## src/rtl/csi_pkg.sv

```systemverilog
// Shared constants and types for the clocked serial port.
// Assumes a fixed byte-wide transfer split into two host nibbles.
package csi_pkg;
    localparam int DATA_W = 8;
    localparam int NIB_W  = 4;
    localparam int ADDR_W = 2;

    // Host register addresses
    typedef enum logic [ADDR_W-1:0] {
        REG_LO   = 2'd0,
        REG_HI   = 2'd1,
        REG_CTRL = 2'd2,
        REG_STAT = 2'd3
    } reg_addr_e;

    // Control register bit positions
    localparam int CTL_IRQ_EN = 0;
    localparam int CTL_RISE   = 1;
    localparam int CTL_MASTER = 2;
    localparam int CTL_GO     = 3;
endpackage

```

## src/rtl/csi_regs.sv

```systemverilog
// Host register file: control bits, completion flag, read mux.
// Assumes single-cycle writes; mode bits are frozen while busy.
module csi_regs
    import csi_pkg::*;
(
    input  logic              clk,
    input  logic              rst_n,
    input  logic              we_i,
    input  logic [ADDR_W-1:0] addr_i,
    input  logic [NIB_W-1:0]  wdata_i,
    input  logic              busy_i,
    input  logic              done_i,
    input  logic [DATA_W-1:0] shreg_i,
    output logic              master_o,
    output logic              rise_o,
    output logic              start_o,
    output logic              start_slave_o,
    output logic              lo_we_o,
    output logic              hi_we_o,
    output logic              irq_o,
    output logic [NIB_W-1:0]  rdata_o
);
    logic en_q, rise_q, master_q, flag_q;
    logic ctrl_we;

    // Decode write strobes
    always_comb begin
        ctrl_we       = we_i && (addr_i == REG_CTRL);
        start_o       = ctrl_we && wdata_i[CTL_GO] && !busy_i;
        start_slave_o = start_o && !wdata_i[CTL_MASTER];
        lo_we_o       = we_i && (addr_i == REG_LO) && !busy_i;
        hi_we_o       = we_i && (addr_i == REG_HI) && !busy_i;
    end

    // Control bits; mode and edge only change while idle
    always_ff @(posedge clk) begin
        if (!rst_n) begin
            en_q     <= 1'b0;
            rise_q   <= 1'b0;
            master_q <= 1'b0;
        end else if (ctrl_we) begin
            en_q <= wdata_i[CTL_IRQ_EN];
            if (!busy_i) begin
                rise_q   <= wdata_i[CTL_RISE];
                master_q <= wdata_i[CTL_MASTER];
            end
        end
    end

    // Completion flag: set wins over write-one-to-clear
    always_ff @(posedge clk) begin
        if (!rst_n)
            flag_q <= 1'b0;
        else if (done_i)
            flag_q <= 1'b1;
        else if (we_i && (addr_i == REG_STAT) && wdata_i[0])
            flag_q <= 1'b0;
    end

    // Read mux
    always_comb begin
        case (addr_i)
            REG_LO:   rdata_o = shreg_i[NIB_W-1:0];
            REG_HI:   rdata_o = shreg_i[DATA_W-1:NIB_W];
            REG_CTRL: rdata_o = {busy_i, master_q, rise_q, en_q};
            default:  rdata_o = {3'b000, flag_q};
        endcase
    end

    assign master_o = master_q;
    assign rise_o   = rise_q;
    assign irq_o    = flag_q && en_q;

    assert_flag_set_R7: assert property (@(posedge clk) disable iff (!rst_n)
        done_i |=> flag_q);
    assert_go_busy_R3: assert property (@(posedge clk) disable iff (!rst_n)
        start_o |=> busy_i);
endmodule

```

## src/rtl/csi_sclk.sv

```systemverilog
// Serial clock source: master divider or synchronised slave clock,
// producing one-cycle rise/fall events and the sampled data bit.
// Assumes slave clock half period well above SYNC_STAGES+1 cycles.
module csi_sclk #(
    parameter int HALF_DIV    = 2,
    parameter int SYNC_STAGES = 2
) (
    input  logic clk,
    input  logic rst_n,
    input  logic busy_i,
    input  logic start_i,
    input  logic master_i,
    input  logic sclk_i,
    input  logic sdi_i,
    output logic sclk_o,
    output logic rise_ev_o,
    output logic fall_ev_o,
    output logic smp_bit_o
);
    localparam int DIV_W = (HALF_DIV > 1) ? $clog2(HALF_DIV) : 1;
    localparam logic [DIV_W-1:0] DIV_LAST = DIV_W'(HALF_DIV - 1);

    logic [DIV_W-1:0]     div_q;
    logic                 sclk_q;
    logic                 tick;
    logic [SYNC_STAGES:0] ck_sync;
    logic [SYNC_STAGES-1:0] d_sync;
    logic                 slv_rise, slv_fall;

    assign tick = busy_i && master_i && (div_q == DIV_LAST);

    // Half-period divider, restarted at every trigger
    always_ff @(posedge clk) begin
        if (!rst_n || start_i || !busy_i)
            div_q <= '0;
        else if (div_q == DIV_LAST)
            div_q <= '0;
        else
            div_q <= div_q + 1'b1;
    end

    // Master clock: idle high, toggles on each divider tick
    always_ff @(posedge clk) begin
        if (!rst_n || !busy_i || !master_i)
            sclk_q <= 1'b1;
        else if (tick)
            sclk_q <= !sclk_q;
    end

    // Synchronisers for slave clock and data, equal depth keeps alignment
    always_ff @(posedge clk) begin
        if (!rst_n) begin
            ck_sync <= '1;
            d_sync  <= '0;
        end else begin
            ck_sync <= {ck_sync[SYNC_STAGES-1:0], sclk_i};
            d_sync  <= {d_sync[SYNC_STAGES-2:0], sdi_i};
        end
    end

    assign slv_rise = ck_sync[SYNC_STAGES-1] && !ck_sync[SYNC_STAGES];
    assign slv_fall = !ck_sync[SYNC_STAGES-1] && ck_sync[SYNC_STAGES];

    // Event selection by mode
    always_comb begin
        if (master_i) begin
            rise_ev_o = tick && !sclk_q;
            fall_ev_o = tick && sclk_q;
            smp_bit_o = sdi_i;
        end else begin
            rise_ev_o = busy_i && slv_rise;
            fall_ev_o = busy_i && slv_fall;
            smp_bit_o = d_sync[SYNC_STAGES-1];
        end
    end

    assign sclk_o = sclk_q;

    assert_idle_high_R4: assert property (@(posedge clk) disable iff (!rst_n)
        !busy_i |-> sclk_q);
    assert_half_hold_R4: assert property (@(posedge clk) disable iff (!rst_n)
        (busy_i && master_i && div_q != DIV_LAST) |=> $stable(sclk_q));
endmodule

```

## src/rtl/csi_shift.sv

```systemverilog
// Byte shift register, bit counter, busy state and slave ready line.
// Shifts only on rising events; falling events latch the input bit
// when falling-edge sampling is selected.
module csi_shift
    import csi_pkg::*;
(
    input  logic              clk,
    input  logic              rst_n,
    input  logic              start_i,
    input  logic              start_slave_i,
    input  logic              lo_we_i,
    input  logic              hi_we_i,
    input  logic [NIB_W-1:0]  wdata_i,
    input  logic              rise_ev_i,
    input  logic              fall_ev_i,
    input  logic              smp_bit_i,
    input  logic              rise_sel_i,
    output logic              busy_o,
    output logic              done_o,
    output logic              ready_o,
    output logic [DATA_W-1:0] shreg_o,
    output logic              sdo_o
);
    localparam int CNT_W = $clog2(DATA_W);
    localparam logic [CNT_W-1:0] CNT_LAST = CNT_W'(DATA_W - 1);

    logic              busy_q, ready_q, held_q;
    logic [CNT_W-1:0]  cnt_q;
    logic [DATA_W-1:0] sh_q;
    logic              in_bit;

    assign in_bit = rise_sel_i ? smp_bit_i : held_q;
    assign done_o = busy_q && rise_ev_i && (cnt_q == CNT_LAST);

    // Transfer state: busy, count, ready
    always_ff @(posedge clk) begin
        if (!rst_n) begin
            busy_q  <= 1'b0;
            cnt_q   <= '0;
            ready_q <= 1'b0;
        end else if (start_i) begin
            busy_q  <= 1'b1;
            cnt_q   <= '0;
            ready_q <= start_slave_i;
        end else if (busy_q) begin
            if (rise_ev_i || fall_ev_i)
                ready_q <= 1'b0;
            if (rise_ev_i) begin
                cnt_q <= cnt_q + 1'b1;
                if (cnt_q == CNT_LAST)
                    busy_q <= 1'b0;
            end
        end
    end

    // Falling-edge sample latch
    always_ff @(posedge clk) begin
        if (!rst_n)
            held_q <= 1'b0;
        else if (busy_q && fall_ev_i)
            held_q <= smp_bit_i;
    end

    // Shift register: host nibble loads while idle, shifts on rise
    always_ff @(posedge clk) begin
        if (!rst_n)
            sh_q <= '0;
        else if (busy_q && rise_ev_i)
            sh_q <= {in_bit, sh_q[DATA_W-1:1]};
        else begin
            if (lo_we_i) sh_q[NIB_W-1:0]      <= wdata_i;
            if (hi_we_i) sh_q[DATA_W-1:NIB_W] <= wdata_i;
        end
    end

    assign busy_o  = busy_q;
    assign ready_o = ready_q;
    assign shreg_o = sh_q;
    assign sdo_o   = sh_q[0];

    assert_sdo_hold_R5: assert property (@(posedge clk) disable iff (!rst_n)
        (busy_q && !rise_ev_i) |=> $stable(sdo_o));
    assert_ready_busy_R10: assert property (@(posedge clk) disable iff (!rst_n)
        ready_q |-> busy_q);
    assert_done_idle_R3: assert property (@(posedge clk) disable iff (!rst_n)
        done_o |=> !busy_q);
endmodule

```

## src/rtl/csi_port.sv

```systemverilog
// Top of the clocked serial port: wires register file, clock source
// and shift register. Pads and clock switching live outside.
module csi_port #(
    parameter int HALF_DIV    = 2,
    parameter int SYNC_STAGES = 2
) (
    input  logic       clk,
    input  logic       rst_n,
    input  logic       bus_we,
    input  logic [1:0] bus_addr,
    input  logic [3:0] bus_wdata,
    output logic [3:0] bus_rdata,
    input  logic       sclk_in,
    output logic       sclk_out,
    output logic       sclk_oe,
    input  logic       sdi,
    output logic       sdo,
    output logic       ready,
    output logic       irq
);
    import csi_pkg::*;

    logic              master, rise_sel, start, start_slave, lo_we, hi_we;
    logic              busy, done, rise_ev, fall_ev, smp_bit;
    logic [DATA_W-1:0] shreg;

    csi_regs u_regs (
        .clk(clk), .rst_n(rst_n), .we_i(bus_we), .addr_i(bus_addr),
        .wdata_i(bus_wdata), .busy_i(busy), .done_i(done), .shreg_i(shreg),
        .master_o(master), .rise_o(rise_sel), .start_o(start),
        .start_slave_o(start_slave), .lo_we_o(lo_we), .hi_we_o(hi_we),
        .irq_o(irq), .rdata_o(bus_rdata)
    );

    csi_sclk #(.HALF_DIV(HALF_DIV), .SYNC_STAGES(SYNC_STAGES)) u_sclk (
        .clk(clk), .rst_n(rst_n), .busy_i(busy), .start_i(start),
        .master_i(master), .sclk_i(sclk_in), .sdi_i(sdi), .sclk_o(sclk_out),
        .rise_ev_o(rise_ev), .fall_ev_o(fall_ev), .smp_bit_o(smp_bit)
    );

    csi_shift u_shift (
        .clk(clk), .rst_n(rst_n), .start_i(start), .start_slave_i(start_slave),
        .lo_we_i(lo_we), .hi_we_i(hi_we), .wdata_i(bus_wdata),
        .rise_ev_i(rise_ev), .fall_ev_i(fall_ev), .smp_bit_i(smp_bit),
        .rise_sel_i(rise_sel), .busy_o(busy), .done_o(done), .ready_o(ready),
        .shreg_o(shreg), .sdo_o(sdo)
    );

    assign sclk_oe = master;
endmodule

```

## config.mk

```make
export PLATFORM = sky130hd
export DESIGN_NAME = csi_port
export DESIGN_NICKNAME = d
export VERILOG_FILES = /design/src/rtl/csi_pkg.sv /design/src/rtl/csi_regs.sv /design/src/rtl/csi_sclk.sv /design/src/rtl/csi_shift.sv /design/src/rtl/csi_port.sv
export SDC_FILE = /design/constraint.sdc
export NUM_CORES = 1
export LEC_CHECK = 0
export ABC_AREA = 1
export BUFFER_PORTS_ARGS = -buffer_cell sky130_fd_sc_hd__buf_2
export CORE_MARGIN = 2
export CORE_UTILIZATION = 55
export CTS_CLUSTER_DIAMETER = 120
export DETAILED_ROUTE_END_ITERATION = 12
export PLACE_DENSITY = 0.87
export SLEW_MARGIN = 20
export SYNTH_ARGS = -nofsm -noshare
export SYNTH_HDL_FRONTEND = slang
export SYNTH_SLANG_ARGS = --single-unit
```

## constraint.sdc

```tcl
create_clock -name clk -period 2.1 [get_ports clk]
set_input_delay 0.42 -clock clk [delete_from_list [all_inputs] [get_ports clk]]
set_output_delay 0.42 -clock clk [all_outputs]
set_load 0.03 [all_outputs]
```

* Yosys cells after proc, flatten, opt, wreduce, memory -nomap -nowiden *
Index checks and enable logic that the tools add are counted.

storage, ports and cells
  register bits = 25
  input bits = 11
  output and inout bits = 9

cells by class
  add/subtract/negate cells = 2
  eq/ne operators = 4
  mux-type cells = 17
  bitwise logic cells = 2
  reductions and logical operators = 45

operators with widths
  operator               count
  $logic_and A1 B1 Y1    22
  $mux W1                13
  $pmux W4 S3            1
  $reduce_bool A2 Y1     5
  $mux W4                2
  $mux W8                1
  $logic_not A1 Y1       7
  $reduce_and A2 Y1      3
  $logic_or A1 B1 Y1     5
  $eq A2 B2 Y1 const B   2
  $reduce_or A2 Y1       2
  $add A3 B1 Y3 const B  1
  $eq A3 B3 Y1 const B   1
  $eq A2 B1 Y1 const B   1
  $logic_not A2 Y1       1
  $not A1 Y1             2
  $add A1 B1 Y1 const B  1

* Depth between registers and ports, before layout *
  word-level depth = 8
  gate-level depth with buffers = 10

* Modules after synthesis *
A second synthesis with hierarchy kept.

second synthesis, totals
  cells, all modules = 192
  area, all modules = 1335.0 um2

modules (own cells, without submodules)
  module     times used  cells each  area an instance (um2)
  csi_shift  1           99          747.0
  csi_regs   1           57          327.8
  csi_sclk   1           36          260.2

* Worst setup path after synthesis *
Ideal clock, no wire load.

  path type = reg2out
  from = reg u_regs.master_q (netlist: u_regs.master_o)
  to = out bus_rdata[2]
  arrival time = 1360 ps
  data required time = 1680 ps
  slack = 320 ps
  stages on the path, launching flop included = 3
  path buffers = 0
  cells stage by stage = dfxtp_1 -> inv_1 -> o211ai_1

between the ends
  word-level cells in the longest chain between the ends = 1

ends and longest elaborated chain
  element                 line            RTL
  from (decl)             csi_regs.sv:23  logic en_q, rise_q, master_q, flag_q;
  from (signal assigned)  csi_regs.sv:45  master_q <= wdata_i[CTL_MASTER];
  $pmux W4 S3             csi_regs.sv:62  case (addr_i)
  to (decl)               csi_port.sv:12  output logic [3:0] bus_rdata,

Every way passes these cells.

* Worst setup path in the final report *
Same ends and word-level chain as after synthesis.

==> impl_metrics.tcl <==
set metrics [dict create \
    dieArea_um2 2613 \
    ys_types 23 \
    worstPathMaxFanout 6 \
    rows 17 \
    setup_violations 0 \
    cts_resized 0 \
    peakVddDrop_v 0.0004909 \
    grt_max_degree 22 \
    routedWlPerCell_um 12.11 \
    switchingPower_uw 239.7 \
    clock_latency_ns 0.33 \
    cts.sinks 25 \
    dpl_cell_area_um2 1316 \
    cts_buffers 3 \
    hold_class "in2reg" \
    synth-seq-cells 25 \
    synth_common_cells "nand2_1 (45), nand3_1 (32), dfxtp_1 (25), inv_1 (24), a21oi_1 (10)" \
    power.internal_uw 600.8 \
    hold_depth 2 \
    yosys_warnings 0 \
    status "finished, final reports clean" \
    synth_edf_count 0 \
    drive_gt1_share_pct 16.84 \
    grt_remaining_overflow 0 \
    via_per_inst 5.330 \
    diodes 0 \
    cpPeakStageDelay_ns 0.50 \
    grt_pass1_vias 1164 \
    critical_path_arrival_ns 1.49 \
    endpoint_kind "primary output" \
    crit_chain "inv_1 > o211ai_1 > buf_2" \
    worstReg2RegStart "u_regs.master_o" \
    cts_buffer_depth 2 \
    rsz0062_at_grt "false" \
    rrSetupSlack_ns 0.55 \
    fin_crit_ns 1.909 \
    syn_inst 171 \
    wirelength_met1_mm 1.140 \
    power.density_nw_per_um2 624.3 \
    synthToLayoutAreaGrowth_pct 10.25 \
    maxCapViolations 0 \
    fin_crit_sh_pct 90.89 \
    antenna_found_initial 0 \
    cts_hold_buf 0 \
    cts_root_buf "clkbuf_4" \
    whs_ns 0.2665 \
    crit_slowest_cell "dfxtp_1" \
    skew_ns 0.008074 \
    worst_pin_slew_ns 0.3242 \
    io_pins 20 \
    async_flop_share_pct 0 \
    top_layer "met4" \
    hold_viol_final 0 \
    yosysTopAreaCell "dfxtp_1" \
    synth_area_leaders "dfxtp_1 (41%), nand2_1 (14%), nand3_1 (13%)" \
    first_pass_iters 4 \
    drt_iter0_markers 28 \
    fin_util_pct 62.67 \
    gp_congestion 0.8946 \
    grt_usage_pct 23.18 \
    crit_type "reg2out" \
    power_frac_comb_pct 13.4 \
    die_y_um 51.12 \
    min_from "sclk_in" \
    yosysSeqAreaShare_pct 40.98 \
    avgSynthCellArea_um2 7.141 \
    required_ns 1.68 \
    final_max_slew_viol_count 0 \
    wirelength_mm 2.640 \
    synthFlopType "dfxtp_1" \
    hold_end "u_sclk.ck_sync[0]" \
    swShare_pct 28.52 \
    h-tree-depth 1 \
    route.detailed.drc 0 \
    syn_nets 184 \
    nets 204 \
    max_freq_mhz 523.9 \
    io_buffers 19 \
    cts_tree "done" \
    crit_family "flip-flops" \
    wl_met2_mm 1.244 \
    seq_power_share_pct 60.2 \
    core_area_um2 2148 \
    dieWidth_um 51.12 \
    grt_first_pass_wirelength_mm 4.547 \
    final_area_um2 1346 \
    yosysMostFrequentCell "nand2_1" \
    ant_nets 0 \
    dpl.hpwl_mm 2.002 \
    ff2ff_path_depth 8 \
    leakagePower_nw 0.6749 \
    start_kind "flip-flop" \
    worstReg2RegEnd "u_shift.shreg_o[7]" \
    vias 1162 \
    synth.top_cell.area_share_pct 40.98 \
    pwr-share-clk_pct 26.5 \
    post_cts_buffers 0 \
    netlist_area_um2 1221 \
    clk_pin_slew_ns 0.14 \
    cp_num_buf_inv 2 \
    slew_headroom_pct 78.38 \
    start_util_pct 56.84 \
    fillers 198 \
    fin_setup_tns_ns 0 \
    wl_met3_um 154 \
]
[worst register-to-register path, delay by kind of cell (launching register included)]
family | cells | cell delay, ns
flip-flops | 1 | 0.50
AND/OR/NAND/NOR | 4 | 0.42
buffers and inverters | 3 | 0.41
AO/OA/AOI/OAI | 1 | 0.17
[power groups by stage]
stage	clock (mW)	combinational [mW]	sequential, mW
after floorplan	0	0.0788	0.516
after global placement	0	0.106	0.515
after detailed placement	0	0.111	0.516
after CTS	0.232	0.112	0.505
after global routing	0.252	0.126	0.508
final	0.223	0.112	0.506
[worst max path at each step]
stage | startpoint | end | slack (ns) | depth (start not counted)
global route | u_regs.master_o | bus_rdata[2] | 0.13 | 3
global placement | bus_addr[0] | bus_rdata[1] | 0.49 | 6
detailed placement | bus_addr[0] | bus_rdata[3] | 0.38 | 6
finish | u_regs.master_o | bus_rdata[2] | 0.19 | 3
CTS | u_regs.master_o | bus_rdata[2] | 0.20 | 3
floorplan | u_regs.master_o | bus_rdata[2] | 0.32 | 2
[stage by stage]
| stage | setup WS, ns | cells | total power, mW |
|---|---|---|---|
| finish | 0.1913 | 218 | 0.8405 |
| global route | 0.1269 | 218 | 0.8854 |
| CTS | 0.1970 | 218 | 0.8489 |
| detailed placement | 0.3842 | 214 | 0.6264 |
| global placement | 0.4868 | 214 | 0.6212 |
| floorplan | 0.3204 | 171 | 0.5951 |
[per-layer routing]
metal,up-vias,global-route usage [%]
li1,590,-
met1,517,25.88
met2,44,39.61
met3,11,3.801
met4,0,16.67
met5,-,0
[flip-flops by register name, summed over array words and instances, names as in the netlist, 2 cells and up]
| signal | count |
|---|---|
| u_sclk.ck_sync | 3 |
| u_sclk.d_sync | 2 |
| u_shift.cnt_q | 3 |
| u_shift.shreg_o | 8 |
[placed cells by master, fill, tap and decap left out]
cell type	instances
nand2_1	45
nand3_1	32
dfxtp_1	25
inv_1	24
buf_2	19
a21oi_1	10
nor2_1	6
o21ai_0	6
o211ai_1	3
clkbuf_4	3
nand2_4	2
nand4_1	2
or2_2	2
ha_1	2
o2111ai_1	1
inv_2	1
nand2_2	1
o21ai_4	1
xor2_2	1
nor2_2	1
o21ai_1	1
or2_0	1
clkinvlp_4	1
[layout make-up]
cell class / count / area (um2) / share of cell area [%]
timing repair buffer: 19 / 95.09 / 7.063
tap: 28 / 35.03 / 2.602
inverter: 25 / 93.84 / 6.970
clock buffer: 3 / 22.52 / 1.673
multi-input combinational: 117 / 591.8 / 43.96
clock inverter: 1 / 7.507 / 0.5576
sequential: 25 / 500.5 / 37.17
[cell families (layout without fill, tap and decap cells)]
| family | count (synthesis) | in the layout | synth area share [%] |
|---|---|---|---|
| and+or+nand+nor | 92 | 92 | 34.22 |
| adders and majority gates | 2 | 2 | 2.049 |
| xor gates and xnor gates | 1 | 1 | 1.332 |
| DFF | 25 | 25 | 40.98 |
| buffers and inverters | 29 | 48 | 10.55 |
| AOI/OAI and AO/OA | 22 | 22 | 10.86 |
No activity file was read; power rests on OpenSTA's default activity.
